==> config.mk <==
export PLATFORM = sky130hd
export DESIGN_NAME = vblank_dbuf_regs
export DESIGN_NICKNAME = d
export VERILOG_FILES = /design/src/rtl/vbdb_pkg.sv /design/src/rtl/vbdb_timing.sv /design/src/rtl/vbdb_sync_gen.sv /design/src/rtl/vbdb_reg_bank.sv /design/src/rtl/vblank_dbuf_regs.sv
export SDC_FILE = /design/constraint.sdc
export NUM_CORES = 1
export LEC_CHECK = 0
export BUFFER_PORTS_ARGS = -buffer_cell sky130_fd_sc_hd__buf_2
export CAP_MARGIN = 40
export CELL_PAD_IN_SITES_DETAIL_PLACEMENT = 2
export CELL_PAD_IN_SITES_GLOBAL_PLACEMENT = 2
export CORE_ASPECT_RATIO = 1.75
export CORE_UTILIZATION = 38
export CTS_CLUSTER_DIAMETER = 200
export DETAILED_ROUTE_END_ITERATION = 6
export GPL_ROUTABILITY_DRIVEN = 1
export PLACE_DENSITY = 0.8
export SLEW_MARGIN = 10
export SYNTH_ARGS = -nofsm -noshare
export SYNTH_HDL_FRONTEND = slang
export SYNTH_SLANG_ARGS = --single-unit
==> constraint.sdc <==
create_clock -name clk_i -period 3.4 [get_ports clk_i]
set_clock_uncertainty 0.2 [all_clocks]
set_input_delay 0.51 -clock clk_i [delete_from_list [all_inputs] [get_ports clk_i]]
set_output_delay 0.51 -clock clk_i [all_outputs]
set_load 0.005 [all_outputs]
==> src/rtl/vbdb_pkg.sv <==
package vbdb_pkg;
  typedef struct packed {
    logic startup;
    logic update;
    logic ready;
  } gsync_t;
endpackage

==> src/rtl/vbdb_timing.sv <==
module vbdb_timing #(
  parameter int H_W = 12,
  parameter int V_W = 12
) (
  input  logic           clk_i,
  input  logic           rst_ni,
  input  logic [H_W-1:0] h_total_i,
  input  logic [V_W-1:0] v_total_i,
  input  logic [V_W-1:0] v_active_i,
  input  logic [V_W-1:0] vsync_line_i,
  output logic [H_W-1:0] h_cnt_o,
  output logic [V_W-1:0] v_cnt_o,
  output logic           vblank_o,
  output logic           vsync_o
);
  logic h_last, v_last;

  assign h_last = (h_cnt_o >= h_total_i - H_W'(1));
  assign v_last = (v_cnt_o >= v_total_i - V_W'(1));

  always_ff @(posedge clk_i or negedge rst_ni) begin
    if (!rst_ni) begin
      h_cnt_o <= '0;
      v_cnt_o <= '0;
    end else if (h_last) begin
      h_cnt_o <= '0;
      v_cnt_o <= v_last ? '0 : v_cnt_o + V_W'(1);
    end else begin
      h_cnt_o <= h_cnt_o + H_W'(1);
    end
  end

  assign vblank_o = (v_cnt_o >= v_active_i);
  assign vsync_o  = (v_cnt_o == vsync_line_i) && (h_cnt_o == '0);

  // timing inputs assumed static and non-zero
  p_hcnt_range_r1: assert property (@(posedge clk_i) disable iff (!rst_ni)
    h_cnt_o < h_total_i);
  p_vcnt_range_r1: assert property (@(posedge clk_i) disable iff (!rst_ni)
    v_cnt_o < v_total_i);
  p_line_step_r1: assert property (@(posedge clk_i) disable iff (!rst_ni)
    (h_cnt_o != '0) |-> $stable(v_cnt_o));
  p_vsync_single_r2: assert property (@(posedge clk_i) disable iff (!rst_ni)
    vsync_o |=> !vsync_o);
endmodule

==> src/rtl/vbdb_sync_gen.sv <==
module vbdb_sync_gen
  import vbdb_pkg::*;
#(
  parameter int H_W = 12,
  parameter int V_W = 12
) (
  input  logic           clk_i,
  input  logic           rst_ni,
  input  logic [H_W-1:0] h_cnt_i,
  input  logic [V_W-1:0] v_cnt_i,
  input  logic [V_W-1:0] v_total_i,
  input  logic [V_W-1:0] v_active_i,
  input  logic [V_W-1:0] startup_line_i,
  input  logic [V_W-1:0] update_line_i,
  input  logic [V_W-1:0] ready_line_i,
  output gsync_t         gsync_o,
  output logic           cfg_err_o
);
  logic cfg_ok, line_start;

  assign cfg_ok = (startup_line_i >= v_active_i) &&
                  (startup_line_i < update_line_i) &&
                  (update_line_i < ready_line_i) &&
                  (ready_line_i < v_total_i);
  assign cfg_err_o  = !cfg_ok;
  assign line_start = (h_cnt_i == '0);

  always_comb begin
    gsync_o.startup = cfg_ok && line_start && (v_cnt_i == startup_line_i);
    gsync_o.update  = cfg_ok && line_start && (v_cnt_i == update_line_i);
    gsync_o.ready   = cfg_ok && line_start && (v_cnt_i == ready_line_i);
  end

  p_no_overlap_r5: assert property (@(posedge clk_i) disable iff (!rst_ni)
    $countones({gsync_o.startup, gsync_o.update, gsync_o.ready}) <= 1);
  p_in_blank_r5: assert property (@(posedge clk_i) disable iff (!rst_ni)
    (gsync_o.startup || gsync_o.update || gsync_o.ready) |-> (v_cnt_i >= v_active_i));
  p_err_quiet_r4: assert property (@(posedge clk_i) disable iff (!rst_ni)
    cfg_err_o |-> !(gsync_o.startup || gsync_o.update || gsync_o.ready));
  p_upd_single_r3: assert property (@(posedge clk_i) disable iff (!rst_ni)
    gsync_o.update |=> !gsync_o.update);
endmodule

==> src/rtl/vbdb_reg_bank.sv <==
module vbdb_reg_bank #(
  parameter int NUM_REGS = 4,
  parameter int DATA_W   = 32,
  localparam int IDX_W   = (NUM_REGS > 1) ? $clog2(NUM_REGS) : 1
) (
  input  logic                       clk_i,
  input  logic                       rst_ni,
  input  logic                       load_i,
  input  logic                       wr_en_i,
  input  logic [IDX_W-1:0]           wr_idx_i,
  input  logic [DATA_W-1:0]          wr_data_i,
  output logic [NUM_REGS*DATA_W-1:0] active_o
);
  logic [NUM_REGS*DATA_W-1:0] pending;

  for (genvar i = 0; i < NUM_REGS; i++) begin : g_reg
    logic sel;
    assign sel = wr_en_i && (wr_idx_i == IDX_W'(i));

    always_ff @(posedge clk_i or negedge rst_ni) begin
      if (!rst_ni)  pending[i*DATA_W +: DATA_W] <= '0;
      else if (sel) pending[i*DATA_W +: DATA_W] <= wr_data_i;
    end

    // load reads the old pending value, so a same-cycle write waits a frame
    always_ff @(posedge clk_i or negedge rst_ni) begin
      if (!rst_ni)     active_o[i*DATA_W +: DATA_W] <= '0;
      else if (load_i) active_o[i*DATA_W +: DATA_W] <= pending[i*DATA_W +: DATA_W];
    end
  end

  p_active_hold_r11: assert property (@(posedge clk_i) disable iff (!rst_ni)
    !load_i |=> $stable(active_o));
  p_atomic_load_r6: assert property (@(posedge clk_i) disable iff (!rst_ni)
    load_i |=> (active_o == $past(pending)));
endmodule

==> src/rtl/vblank_dbuf_regs.sv <==
module vblank_dbuf_regs
  import vbdb_pkg::*;
#(
  parameter int H_W      = 12,
  parameter int V_W      = 12,
  parameter int NUM_REGS = 4,
  parameter int DATA_W   = 32,
  localparam int IDX_W   = (NUM_REGS > 1) ? $clog2(NUM_REGS) : 1
) (
  input  logic                       clk_i,
  input  logic                       rst_ni,
  input  logic [H_W-1:0]             h_total_i,
  input  logic [V_W-1:0]             v_total_i,
  input  logic [V_W-1:0]             v_active_i,
  input  logic [V_W-1:0]             vsync_line_i,
  input  logic [V_W-1:0]             startup_line_i,
  input  logic [V_W-1:0]             update_line_i,
  input  logic [V_W-1:0]             ready_line_i,
  input  logic                       wr_en_i,
  input  logic [IDX_W-1:0]           wr_idx_i,
  input  logic [DATA_W-1:0]          wr_data_i,
  output logic                       startup_o,
  output logic                       update_o,
  output logic                       ready_o,
  output logic                       vblank_o,
  output logic                       vsync_o,
  output logic                       frame_evt_o,
  output logic                       cfg_err_o,
  output logic [NUM_REGS*DATA_W-1:0] active_regs_o
);
  logic [H_W-1:0] h_cnt;
  logic [V_W-1:0] v_cnt;
  gsync_t         gsync;

  vbdb_timing #(.H_W(H_W), .V_W(V_W)) u_timing (
    .clk_i        (clk_i),
    .rst_ni       (rst_ni),
    .h_total_i    (h_total_i),
    .v_total_i    (v_total_i),
    .v_active_i   (v_active_i),
    .vsync_line_i (vsync_line_i),
    .h_cnt_o      (h_cnt),
    .v_cnt_o      (v_cnt),
    .vblank_o     (vblank_o),
    .vsync_o      (vsync_o)
  );

  vbdb_sync_gen #(.H_W(H_W), .V_W(V_W)) u_sync (
    .clk_i          (clk_i),
    .rst_ni         (rst_ni),
    .h_cnt_i        (h_cnt),
    .v_cnt_i        (v_cnt),
    .v_total_i      (v_total_i),
    .v_active_i     (v_active_i),
    .startup_line_i (startup_line_i),
    .update_line_i  (update_line_i),
    .ready_line_i   (ready_line_i),
    .gsync_o        (gsync),
    .cfg_err_o      (cfg_err_o)
  );

  vbdb_reg_bank #(.NUM_REGS(NUM_REGS), .DATA_W(DATA_W)) u_bank (
    .clk_i     (clk_i),
    .rst_ni    (rst_ni),
    .load_i    (gsync.update),
    .wr_en_i   (wr_en_i),
    .wr_idx_i  (wr_idx_i),
    .wr_data_i (wr_data_i),
    .active_o  (active_regs_o)
  );

  assign startup_o   = gsync.startup;
  assign update_o    = gsync.update;
  assign ready_o     = gsync.ready;
  assign frame_evt_o = gsync.update;

  p_evt_with_upd_r9: assert property (@(posedge clk_i) disable iff (!rst_ni)
    frame_evt_o == update_o);
  p_upd_in_blank_r5: assert property (@(posedge clk_i) disable iff (!rst_ni)
    update_o |-> vblank_o);
endmodule

## Yosys cells after proc, flatten, opt, wreduce, memory -nomap -nowiden

Cells that the tools add are included.

- Bits of input ports: 121
- Output and inout port bits: 135
- Word-level logic and storage cells: 45
- Bits in registers: 280

- Equal/unequal tests: 7
- Reductions and logical operators: 15
- $add $sub $neg: 4
- Order comparisons: 7
- Multiplexer cells: 2

Operator list:

| kind | number |
|---|---|
| $eq A12 B12 Y1 | 4 |
| $ge A12 B12 Y1 | 4 |
| $lt A12 B12 Y1 | 3 |
| $add A12 B1 Y12 const B | 2 |
| $mux W12 | 2 |
| $sub A12 B1 Y12 const B | 2 |
| $logic_and A1 B1 Y1 | 12 |
| $logic_not A12 Y1 | 1 |
| $eq A2 B2 Y1 const B | 2 |
| $eq A2 B1 Y1 const B | 1 |
| $logic_not A2 Y1 | 1 |
| $logic_not A1 Y1 | 1 |

## Longest topological paths before layout

Gate-level depths: netlist of the first run.

- Word-level depth: 6
- Mapped depth: 14
- Depth with buffers taken out: 12

## Modules after synthesis

From an unflattened synthesis of the first run, not the netlist that was laid out.

- Cell total of the unflattened synthesis: 1059
- Area, all modules: 13580.5 um2

By module, submodules not included:

| module | cells each | sequential area each (um2) | area an instance (um2) | instances |
|---|---|---|---|---|
| vbdb_reg_bank | 542 | 6406.1 | 9457.8 | 1 |
| vbdb_timing | 299 | 600.6 | 2512.4 | 1 |
| vbdb_sync_gen | 217 | 0.0 | 1602.8 | 1 |
| vblank_dbuf_regs | 1 | 0.0 | 7.5 | 1 |

## Worst setup path before layout of the first run

Ideal clock, no wire load.

- Path kind: input -> register
- From: input h_total_i[3]
- To: register u_timing.v_cnt_o[5]
- Data required time: 3.079 ns
- Setup time: 0.121 ns
- Arrival: 3.053 ns
- Cell stages on the path: 13
- Slack: 0.026 ns
- Path buffers: 2
- Path through: nor4_1 nand2_1 nor4_1 xnor2_1 ha_1 a21o_1 a21o_1 a211oi_1 o21a_1 clkbuf_1 nor2_1 clkbuf_1 a22o_1

- Longest elaborated chain between the ends: 2

Ends and longest elaborated chain:

| element | line | RTL |
|---|---|---|
| start: declaration | vblank_dbuf_regs.sv:12 | `input logic [H_W-1:0] h_total_i,` |
| $sub A12 B1 Y12 | vbdb_timing.sv:18 | `assign h_last = (h_cnt_o >= h_total_i - H_W'(1));` |
| $ge A12 B12 Y1 | vbdb_timing.sv:18 |  |
| end signal: assignment | vbdb_timing.sv:27 | `v_cnt_o <= v_last ? '0 : v_cnt_o + V_W'(1);` |
| end: declaration | vbdb_timing.sv:12 | `output logic [V_W-1:0] v_cnt_o,` |

No other way between the ends.
A chain may end at the register's enable or synchronous reset.

## Worst setup path in the final report of the first run

- From: input startup_line_i[8]
- To: output ready_o

- Longest elaborated chain between the ends: 6
- Elaborated cells between the ends (all ways): 7

Ends and longest elaborated chain:

| element | line | RTL |
|---|---|---|
| start: declaration | vblank_dbuf_regs.sv:16 | `input logic [V_W-1:0] startup_line_i,` |
| $ge A12 B12 Y1 or $lt A12 B12 Y1 (tied branches) | vbdb_sync_gen.sv:21, vbdb_sync_gen.sv:22 |  |
| $logic_and A1 B1 Y1 * | vbdb_sync_gen.sv:21 | `assign cfg_ok = (startup_line_i >= v_active_i) &&` |
| $logic_and A1 B1 Y1 * | vbdb_sync_gen.sv:22 | `(startup_line_i < update_line_i) &&` |
| $logic_and A1 B1 Y1 * | vbdb_sync_gen.sv:23 | `(update_line_i < ready_line_i) &&` |
| $logic_and A1 B1 Y1 * (2 in a row) | vbdb_sync_gen.sv:31 | `gsync_o.ready = cfg_ok && line_start && (v_cnt_i == ready_line_i);` |
| end: declaration | vblank_dbuf_regs.sv:24 | `output logic ready_o,` |

Every way passes the cells marked *; elsewhere a longest branch is shown, timed or not.

==> metrics.sh, run 1 <==
STATUS='finished, final reports clean'
SYNTHTOLAYOUTAREAGROWTH_PCT=26.3
STARTPOINT_OF_THE_WORST_REGISTER_TO_REGISTER_PATH='u_timing.h_cnt_o[0]'
DRCVIOLATIONCOUNT=0
HP-CLASS='primary input to flop'
DP.CELLS=1803
VIA_PER_INST=5.27
MAXCLOCKFREQUENCY_MHz=295
FLOORPLAN.DIE_AREA_SQ_MM=0.0374
HP-START='wr_data_i[6]'
DRT-PASS1-ITER-COUNT=7
FINAL_NETS=1578
GRT_START_MAX_NET_PINS=84
TOTAL_CLOCK_BUFFERS_CREATED_BY_CTS=26
POSTSYNTHNETCOUNT=1241
STDCELL_AREA_SQ_MM=0.0176
INITIAL_CORE_UTIL_PCT=38.6
SYNTH_AREA_PER_CELL_SQ_UM=13.5
POWER_PER_CELL_AREA_mW_PER_MM2=491
DETAILROUTE.VIA_COUNT=9785
TIMING.MAX_CAP.VIOLATIONS=0
HOLD-WORST-SLACK_PS=63.8
POST-ROUTE-MIN-PERIOD_PS=3390
FINAL_HOLD_VIOL_COUNT=0
DPL_CELL_AREA_SQ_MM=0.0163
CP_MAX_FO=3
START_KIND='primary input'
FIN_CELLS=1857
CTS.SINKS=280
WORSTSETUPENDPOINTTYPE='output port'
SYNTHDISTINCTLIBCELLS=50
SEQUENTIAL_CELL_AREA_SQ_MM=0.00701
CTS.PATH.MAX_BUFFERS=3
NUMBER_OF_ENABLE_TYPE_REGISTER_CELLS_IN_THE_SYNTHESIZED_NETLIST=0
NETLIST_AREA_SQ_MM=0.0139
CLK_LATENCY_PS=540
SYNTHARSTFLOPSHARE_PCT=100
SYNTHESIS.YOSYS.WARNINGS=0
POSTROUTEWIRELENGTH_MM=48.2
NUM-FILL-CELLS=3459
WORSTREGTOREGCELLS=9
IO_PINS=256
ESTIMATED_WIRELENGTH_OF_THE_DETAIL_PLACED_DESIGN_MM=34.0
YS_SEQ_ELEMENTS=280
FLOORPLAN.DIE.HEIGHT_UM=255
GLOBALROUTEOVERFLOWTOTAL=0
HOLDPATHEND='u_bank.pending[102]'
SYNTHMOSTINSTANTIATEDCELL='sky130_fd_sc_hd__dfrtp_1'
DR.FIRST_ITER.DRC_COUNT=228
SYNTH_TOP_CELLS_BY_AREA='sky130_fd_sc_hd__dfrtp_1 50%, sky130_fd_sc_hd__mux2_4 13%, sky130_fd_sc_hd__mux2_2 11%'
POST_SYNTH_INST_COUNT=1034
SYNTH_TOP_AREA_CELL='sky130_fd_sc_hd__dfrtp_1'
ANTENNA_FOUND_INITIAL=1
GRT_SETUP_UNREPAIRED='true'
NUMBER_OF_STANDARD_CELL_ROWS_IN_THE_FLOORPLAN=92
CORE_REGION_AREA_SQ_MM=0.0360
TIMING.SETUP.CRITICAL_PATH_CLASS='primary input to output port'
CTS.REPORTEDPATHS.CLKPINSLEW_PS=60
POSTROUTEANTENNANETS=0
IRDROPWORSTVDD_V=0.000320
YOSYSTOPAREACELLSHARE_PCT=50.3
GRTUSAGETOTAL_PCT=25.4
ANTENNA_CELLS_INSERTED=0
POST_ROUTE_CELLS_DRIVE_ABOVE_1_SHARE_PCT=50.3
FINAL-SETUP-VIOL-COUNT=0
PORT_BUFFERS=255
CRITPATHLAUNCH='startup_line_i[8]'
CHIPWIDTH_UM=147
RRSETUPSLACK_PS=540
CTS_TREE='yes'
R2R_END='u_bank.active_o[0]'
LEAKAGEPOWER_uW=0.00914
WIRE_LENGTH_OF_THE_FIRST_GLOBAL_ROUTING_PASS_MM=71.0
SHARE_OF_THE_CORE_FILLED_WITH_CELLS_IN_THE_FINAL_LAYOUT_PCT=48.8
TOTAL_POWER_uW=8640
CTSHTREEMAXLEVEL=1
CRITICAL_PATH_ARRIVAL_PS=2680
CLOCK_TREE.ROOT_CELL='sky130_fd_sc_hd__clkbuf_16'
GP_CONGESTION=1.04
MULTIINPUTGATEAREA_SQ_MM=0.00679
MAX_SLEW.WORST_PIN.SLEW_PS=772
DATA_REQUIRED_TIME_OF_THE_CRITICAL_PATH_PS=2690
SYNTH_SEQUENTIAL_AREA_RATIO_PCT=50.3
SYNTH_TOP_CELLS_BY_COUNT='280 x sky130_fd_sc_hd__dfrtp_1, 136 x sky130_fd_sc_hd__mux2_2, 120 x sky130_fd_sc_hd__mux2_4'
RELSLEWSLACK_PCT=48.1
WL_PER_CELL_UM=25.9
SYNTH_FLOP_CELL='sky130_fd_sc_hd__dfrtp_1'
REPORT.FINAL.SLEW_VIOL_COUNT=0
WHS_PATH_DEPTH=2
POST-ROUTE-PERIOD-UTIL_PCT=99.8
NUMBER_OF_GLOBAL_ROUTE_VIAS_BEFORE_REPAIR=11300
-- worst max path at each step --
stage                          end  cells past startpoint
5_1_grt                    ready_o                     10
4_1_cts                  startup_o                     10
6_report                   ready_o                     10
2_1_floorplan  u_timing.v_cnt_o[5]                     13
3_5_place_dp             startup_o                     10
3_3_place_gp             startup_o                     10
-- where the power goes --
part	switching, uW	internal, uW
combinational	842	840
sequential	314	3690
clock	1310	1640
total	2470	6170
-- metal layers --
metal / up-vias / routed length, um / track usage [%]
met2: 307 / 26600 / 49.7
met4: 2 / 2580 / 13.3
met1: 5060 / 17400 / 26.4
li1: 4316 / - / -
met5: - / 13 / 0
met3: 100 / 1580 / 2.57
-- sequential cells by signal (all words and copies together) (netlist names) --
signal	cells
u_timing.v_cnt_o	12
u_timing.h_cnt_o	12
u_bank.pending	128
u_bank.active_o	128
-- critical path, cell delays in order --
cell,delay (ps)
sky130_fd_sc_hd__buf_4,140
sky130_fd_sc_hd__ha_1,280
sky130_fd_sc_hd__nand4_1,120
sky130_fd_sc_hd__buf_6,140
sky130_fd_sc_hd__o22ai_2,90
sky130_fd_sc_hd__nor4_2,320
sky130_fd_sc_hd__o221ai_2,180
sky130_fd_sc_hd__or4_4,490
sky130_fd_sc_hd__nor4_4,240
sky130_fd_sc_hd__buf_2,160
-- cell families after synthesis --
family / share of synthesized area (%)
AOI/OAI and AO/OA: 4.18
adders and majority gates: 7.73
and+or+nand+nor: 5.60
DFF: 50.3
muxes: 24.0
xor gates and xnor gates: 4.85
buffers and inverters: 3.34
-- layout by cell type (no fill, tap or decap), types with 4 or more instances in the layout --
master	instances
sky130_fd_sc_hd__a21o_1	13
sky130_fd_sc_hd__a21oi_1	17
sky130_fd_sc_hd__a21oi_2	6
sky130_fd_sc_hd__a22o_1	9
sky130_fd_sc_hd__and3_1	5
sky130_fd_sc_hd__buf_12	7
sky130_fd_sc_hd__buf_2	243
sky130_fd_sc_hd__buf_4	89
sky130_fd_sc_hd__buf_6	10
sky130_fd_sc_hd__clkbuf_16	27
sky130_fd_sc_hd__clkinv_2	8
sky130_fd_sc_hd__dfrtp_1	280
sky130_fd_sc_hd__ha_1	71
sky130_fd_sc_hd__ha_4	14
sky130_fd_sc_hd__inv_1	45
sky130_fd_sc_hd__inv_2	5
sky130_fd_sc_hd__mux2_2	136
sky130_fd_sc_hd__mux2_4	120
sky130_fd_sc_hd__nand2_1	27
sky130_fd_sc_hd__nand3_1	11
sky130_fd_sc_hd__nand4_1	22
sky130_fd_sc_hd__nor2_1	37
sky130_fd_sc_hd__nor2b_1	4
sky130_fd_sc_hd__nor3_1	17
sky130_fd_sc_hd__nor4_1	6
sky130_fd_sc_hd__o21ai_0	12
sky130_fd_sc_hd__o21ai_1	5
sky130_fd_sc_hd__xnor2_1	68
sky130_fd_sc_hd__xor2_1	9
-- through the flow --
stage	setup TNS [ps]	setup slack, ps
6_report	0	6.28
5_1_grt	-52.0	-52.0
4_1_cts	0	1.65
3_5_place_dp	-39470	-411
3_3_place_gp	-30770	-291
2_1_floorplan	0	26.1
-- final cells by class --
class,instances,share of cell area (%)
sequential,280,39.8
timing repair buffer,351,12.3
clock buffer,31,4.04
inverter,53,1.17
multi-input combinational,659,38.6
tap,470,3.34
clock inverter,13,0.697
-- what timing repair did --
action	in CTS	in global routing
pin swaps	9	13
buffers inserted	1	8
gates resized for setup	30	57
hold endpoints to repair	76	0
hold buffers	1	0
setup endpoints to repair	5	5
(Power assumes the default switching activity.)
==> inputs of run 2 (changes only) <==
--- a/config.mk
+++ b/config.mk
@@ -14,8 +14,9 @@
 export CTS_CLUSTER_DIAMETER = 200
 export DETAILED_ROUTE_END_ITERATION = 6
 export GPL_ROUTABILITY_DRIVEN = 1
-export PLACE_DENSITY = 0.8
+export PLACE_DENSITY = 0.81
 export SLEW_MARGIN = 10
 export SYNTH_ARGS = -nofsm -noshare
 export SYNTH_HDL_FRONTEND = slang
+export SYNTH_HIERARCHICAL = 1
 export SYNTH_SLANG_ARGS = --single-unit
==> run 2 against run 1 <==
Effect of this change:
- synthesized cell count increased by 2.4%
- hold slack got worse by 3.6 ps
- critical path type unchanged
- clock-buffer cell count down 2
- core utilization decreased by 1.7 points
- largest cell class unchanged
- global-route usage is 1.4 points lower
==> metrics.sh, run 2 <==
FINAL-SETUP-VIOL-COUNT=0  # unchanged
SYNTH_TOP_AREA_CELL='sky130_fd_sc_hd__dfrtp_1'  # unchanged
FINAL_HOLD_VIOL_COUNT=0  # unchanged
DRT-PASS1-ITER-COUNT=4  # was 7
CTS.SINKS=280  # unchanged
CTS_TREE='yes'  # unchanged
HOLDPATHEND='u_bank/pending[5]'  # was u_bank.pending[102]
GRTUSAGETOTAL_PCT=24.0  # was 25.4%
CP_SLOWEST_CELL='sky130_fd_sc_hd__nor4_1'  # was sky130_fd_sc_hd__or4_4
YS_SEQ_ELEMENTS=280  # unchanged
FLOORPLAN.DIE_AREA_SQ_MM=0.0365  # was 0.0374 sq mm
WHS_PATH_DEPTH=2  # unchanged
POWER.SWITCHING_uW=2210  # was 2470 uW
POSTROUTEWIRELENGTH_MM=43.0  # was 48.2 mm
CRITICAL-PATH-TOP-CELL-BY-COUNT='sky130_fd_sc_hd__buf_2'
CRITICAL_PATH_ARRIVAL_PS=2560  # was 2680 ps
REPORT.FINAL.SLEW_VIOL_COUNT=0  # unchanged
YOSYSTOPAREACELLSHARE_PCT=51.6  # was 50.3%
MAXCLOCKFREQUENCY_MHz=306  # was 295 MHz
POSTROUTEANTENNANETS=0  # unchanged
FLOORPLAN.DIE.HEIGHT_UM=252  # was 255 um
IRDROPWORSTVDD_V=0.000351  # was 0.000320 V
R2R_END='u_bank/active_o[50]'  # was u_bank.active_o[0]
NUM-FILL-CELLS=3552  # was 3459
POST_ROUTE_CELLS_DRIVE_ABOVE_1_SHARE_PCT=44.2  # was 50.3%
POST-ROUTE-PERIOD-UTIL_PCT=96.1  # was 99.8%
VIA_PER_INST=5.23  # was 5.27
SYNTH_AREA_PER_CELL_SQ_UM=12.8  # was 13.5 sq um
P_CLK_SHARE_PCT=36.3  # was 34.1%
CTS.PATH.MAX_BUFFERS=3  # unchanged
GRT_START_MAX_NET_PINS=84  # unchanged
DR.FIRST_ITER.DRC_COUNT=262  # was 228
RELSLEWSLACK_PCT=59.7  # was 48.1%
IO_PINS=256  # unchanged
SYNTHDISTINCTLIBCELLS=51  # was 50
HP-CLASS='primary input to flop'  # unchanged
LAYOUT_COMMONEST_CELL='sky130_fd_sc_hd__dfrtp_1'  # unchanged
SYNTH_FLOP_CELL='sky130_fd_sc_hd__dfrtp_1'  # unchanged
SYNTH_SEQUENTIAL_AREA_RATIO_PCT=51.6  # was 50.3%
POST-ROUTE-MIN-PERIOD_PS=3270  # was 3390 ps
NUMBER_OF_STANDARD_CELL_ROWS_IN_THE_FLOORPLAN=91  # was 92
WORSTPATHCELLLIST='buf_2 -> inv_1 -> ha_1 -> a22oi_2 -> o211ai_1 -> nor4_4 -> nand4_2 -> buf_4 -> nor4_1 -> buf_2'  # was buf_4 -> ha_1 -> nand4_1 -> buf_6 -> o22ai_2 -> nor4_2 -> o221ai_2 -> or4_4 -> nor4_4 -> buf_2
SHARE_OF_THE_CORE_FILLED_WITH_CELLS_IN_THE_FINAL_LAYOUT_PCT=47.1  # was 48.8%
LEAKAGEPOWER_uW=0.00853  # was 0.00914 uW
PWR-SHARE-COMB_PCT=15.1  # was 19.5%
FINAL_NETS=1557  # was 1578
SYNTHARSTFLOPSHARE_PCT=100  # unchanged
FIN_SETUP_TNS_PS=0  # unchanged
HP-START='wr_data_i[5]'  # was wr_data_i[6]
POSTSYNTHNETCOUNT=1266  # was 1241
CTS.REPORTEDPATHS.CLKPINSLEW_PS=60  # about the same
PORT_BUFFERS=255  # unchanged
START_KIND='primary input'  # unchanged
MOSTFREQUENTLAYOUTCELLS='278 x sky130_fd_sc_hd__dfrtp_1, 255 x sky130_fd_sc_hd__mux2_2, 254 x sky130_fd_sc_hd__buf_2'  # was 280 x sky130_fd_sc_hd__dfrtp_1, 243 x sky130_fd_sc_hd__buf_2, 136 x sky130_fd_sc_hd__mux2_2
CRITPATHMAXSTAGEDELAY_PS=330  # was 490 ps
SYNTH_TOP_CELLS_BY_COUNT='280 x sky130_fd_sc_hd__dfrtp_1, 255 x sky130_fd_sc_hd__mux2_2, 86 x sky130_fd_sc_hd__ha_1'  # was 280 x sky130_fd_sc_hd__dfrtp_1, 136 x sky130_fd_sc_hd__mux2_2, 120 x sky130_fd_sc_hd__mux2_4
CRITICAL-PATH-TOP-DELAY-FAMILY='simple AND/OR/NAND/NOR gates'  # unchanged
RRSETUPSLACK_PS=500  # was 540 ps
P_SEQ_SHARE_PCT=48.6  # was 46.4%
REG_TOP3='u_bank/active_o (128), u_bank/pending (128)'  # was u_bank.active_o (128), u_bank.pending (128)
WORSTREGTOREGCELLS=8  # was 9
CTSHTREEMAXLEVEL=1  # unchanged
DETAILROUTE.VIA_COUNT=9583  # was 9785
GLOBALROUTEOVERFLOWTOTAL=0  # unchanged
POST_SYNTH_INST_COUNT=1059  # was 1034
WL_PER_CELL_UM=23.5  # was 25.9 um
INTERNAL-POWER_uW=5970  # was 6170 uW
STARTPOINT_OF_THE_WORST_REGISTER_TO_REGISTER_PATH='u_timing/v_cnt_o[1]'  # was u_timing.h_cnt_o[0]
CLOCK_TREE.ROOT_CELL='sky130_fd_sc_hd__clkbuf_16'  # unchanged
SWSHARE_PCT=27.0  # was 28.5%
INITIAL_CORE_UTIL_PCT=38.6  # about the same
STATUS='finished, final reports clean'  # unchanged
NUMBER_OF_GLOBAL_ROUTE_VIAS_BEFORE_REPAIR=11500  # was 11300
NUMBER_OF_ENABLE_TYPE_REGISTER_CELLS_IN_THE_SYNTHESIZED_NETLIST=0  # unchanged
POST_ROUTE_SETUP_SLACK_PS=133  # was 6.28 ps
SYNTHTOLAYOUTAREAGROWTH_PCT=21.9  # was 26.3%
MAX_SLEW.WORST_PIN.SLEW_PS=604  # was 772 ps
WIRE_LENGTH_OF_THE_FIRST_GLOBAL_ROUTING_PASS_MM=67.2  # was 71.0 mm
DATA_REQUIRED_TIME_OF_THE_CRITICAL_PATH_PS=2690  # about the same
SEQUENTIAL_CELL_AREA_SQ_MM=0.00701  # about the same
SYNTH_TOP_CELLS_BY_AREA='sky130_fd_sc_hd__dfrtp_1 52%, sky130_fd_sc_hd__mux2_2 21%, sky130_fd_sc_hd__ha_1 7.9%'  # was sky130_fd_sc_hd__dfrtp_1 50%, sky130_fd_sc_hd__mux2_4 13%, sky130_fd_sc_hd__mux2_2 11%
PLACE_WORST_SETUP_SLACK_PS=-224  # was -411 ps
SYNTHMOSTINSTANTIATEDCELL='sky130_fd_sc_hd__dfrtp_1'  # unchanged
CLK_LATENCY_PS=530  # was 540 ps
ANTENNA_FOUND_INITIAL=2  # was 1
GP_CONGESTION=0.856  # was 1.04
CORE_REGION_AREA_SQ_MM=0.0352  # was 0.0360 sq mm
SYNTHESIS.YOSYS.WARNINGS=6  # was 0
GRT_SETUP_UNREPAIRED='false'  # was true
WORSTSETUPENDPOINTTYPE='output port'  # unchanged
TIMING.CRITICAL_PATH.BUF_INV=4  # was 3
DRCVIOLATIONCOUNT=0  # unchanged
TIMING.SETUP.CRITICAL_PATH_CLASS='primary input to output port'  # unchanged
POWER_PER_CELL_AREA_mW_PER_MM2=494  # was 491 mW/mm^2
CHIPWIDTH_UM=145  # was 147 um
MULTIINPUTGATEAREA_SQ_MM=0.00615  # was 0.00679 sq mm
TOTAL_CLOCK_BUFFERS_CREATED_BY_CTS=25  # was 26
CP_MAX_FO=3  # unchanged
TIMING.MAX_CAP.VIOLATIONS=0  # unchanged
NETLIST_AREA_SQ_MM=0.0136  # was 0.0139 sq mm
ESTIMATED_WIRELENGTH_OF_THE_DETAIL_PLACED_DESIGN_MM=31.5  # was 34.0 mm
-- run 2: timing repair --
item,in CTS,in global routing
hold buffers,1,0
hold endpoints to repair,44,0
buffers inserted,1,0
gates resized for setup,2,2
setup endpoints to repair,3,3
pin swaps,0,0
-- run 2: worst max path at each step --
stage	cells after the start	start	to	slack, ps
6_report	10	ready_line_i[11]	startup_o	130
2_1_floorplan	10	ready_line_i[11]	u_bank/active_o[107]	160
3_5_place_dp	15	h_total_i[4]	u_timing/v_cnt_o[4]	-220
4_1_cts	7	u_timing/v_cnt_o[5]	vblank_o	20
3_3_place_gp	15	h_total_i[4]	u_timing/v_cnt_o[8]	-80
5_1_grt	10	ready_line_i[11]	startup_o	30
-- run 2: stage by stage --
| step | cell area [sq um] | std cells | hold WS, ps | power, uW |
|---|---|---|---|---|
| final | 16600 | 1831 | 60.2 | 8180 |
| after global routing | 16600 | 1831 | 58.3 | 8530 |
| after CTS | 16500 | 1830 | 38.4 | 8280 |
| after detailed placement | 15700 | 1786 | 253 | 5250 |
| after global placement | 15700 | 1786 | 240 | 5110 |
| after floorplan | 13600 | 1059 | 14.4 | 4660 |
-- run 2: final cells by class --
type,instances,area share (%)
sequential,280,42.3
clock inverter,13,1.08
antenna,1,0.0151
inverter,71,1.61
timing repair buffer,296,10.3
multi-input combinational,676,37.1
tap,465,3.51
clock buffer,29,3.99
-- run 2: cells by family (layout without fill, tap and decap cells) --
kind of cell,Yosys count,count (layout),share of synthesized area (%)
compound gates,81,81,3.88
simple gates,175,175,6.97
xor+xnor,77,77,4.97
mux,257,257,21.3
buf+inv,103,409,3.35
other cells,0,1,0
flops,280,280,51.6
fa+ha+maj,86,86,7.92
-- run 2: power by group through the flow --
stage               combinational (uW)  sequential [uW]  clock (uW)
global placement                  1130             3980           0
detailed placement                1230             4020           0
CTS                               1260             3970        3050
global route                      1380             4020        3140
finish                            1240             3980        2970
floorplan                          754             3910           0
-- run 2: per-layer routing --
layer / vias to the layer above / global-route usage [%] / share of wire (%)
met5: - / 0 / 0.030
met4: 2 / 10.8 / 4.3
met3: 99 / 2.57 / 3.0
met2: 246 / 49.1 / 58
met1: 4931 / 23.5 / 34
li1: 4305 / - / -
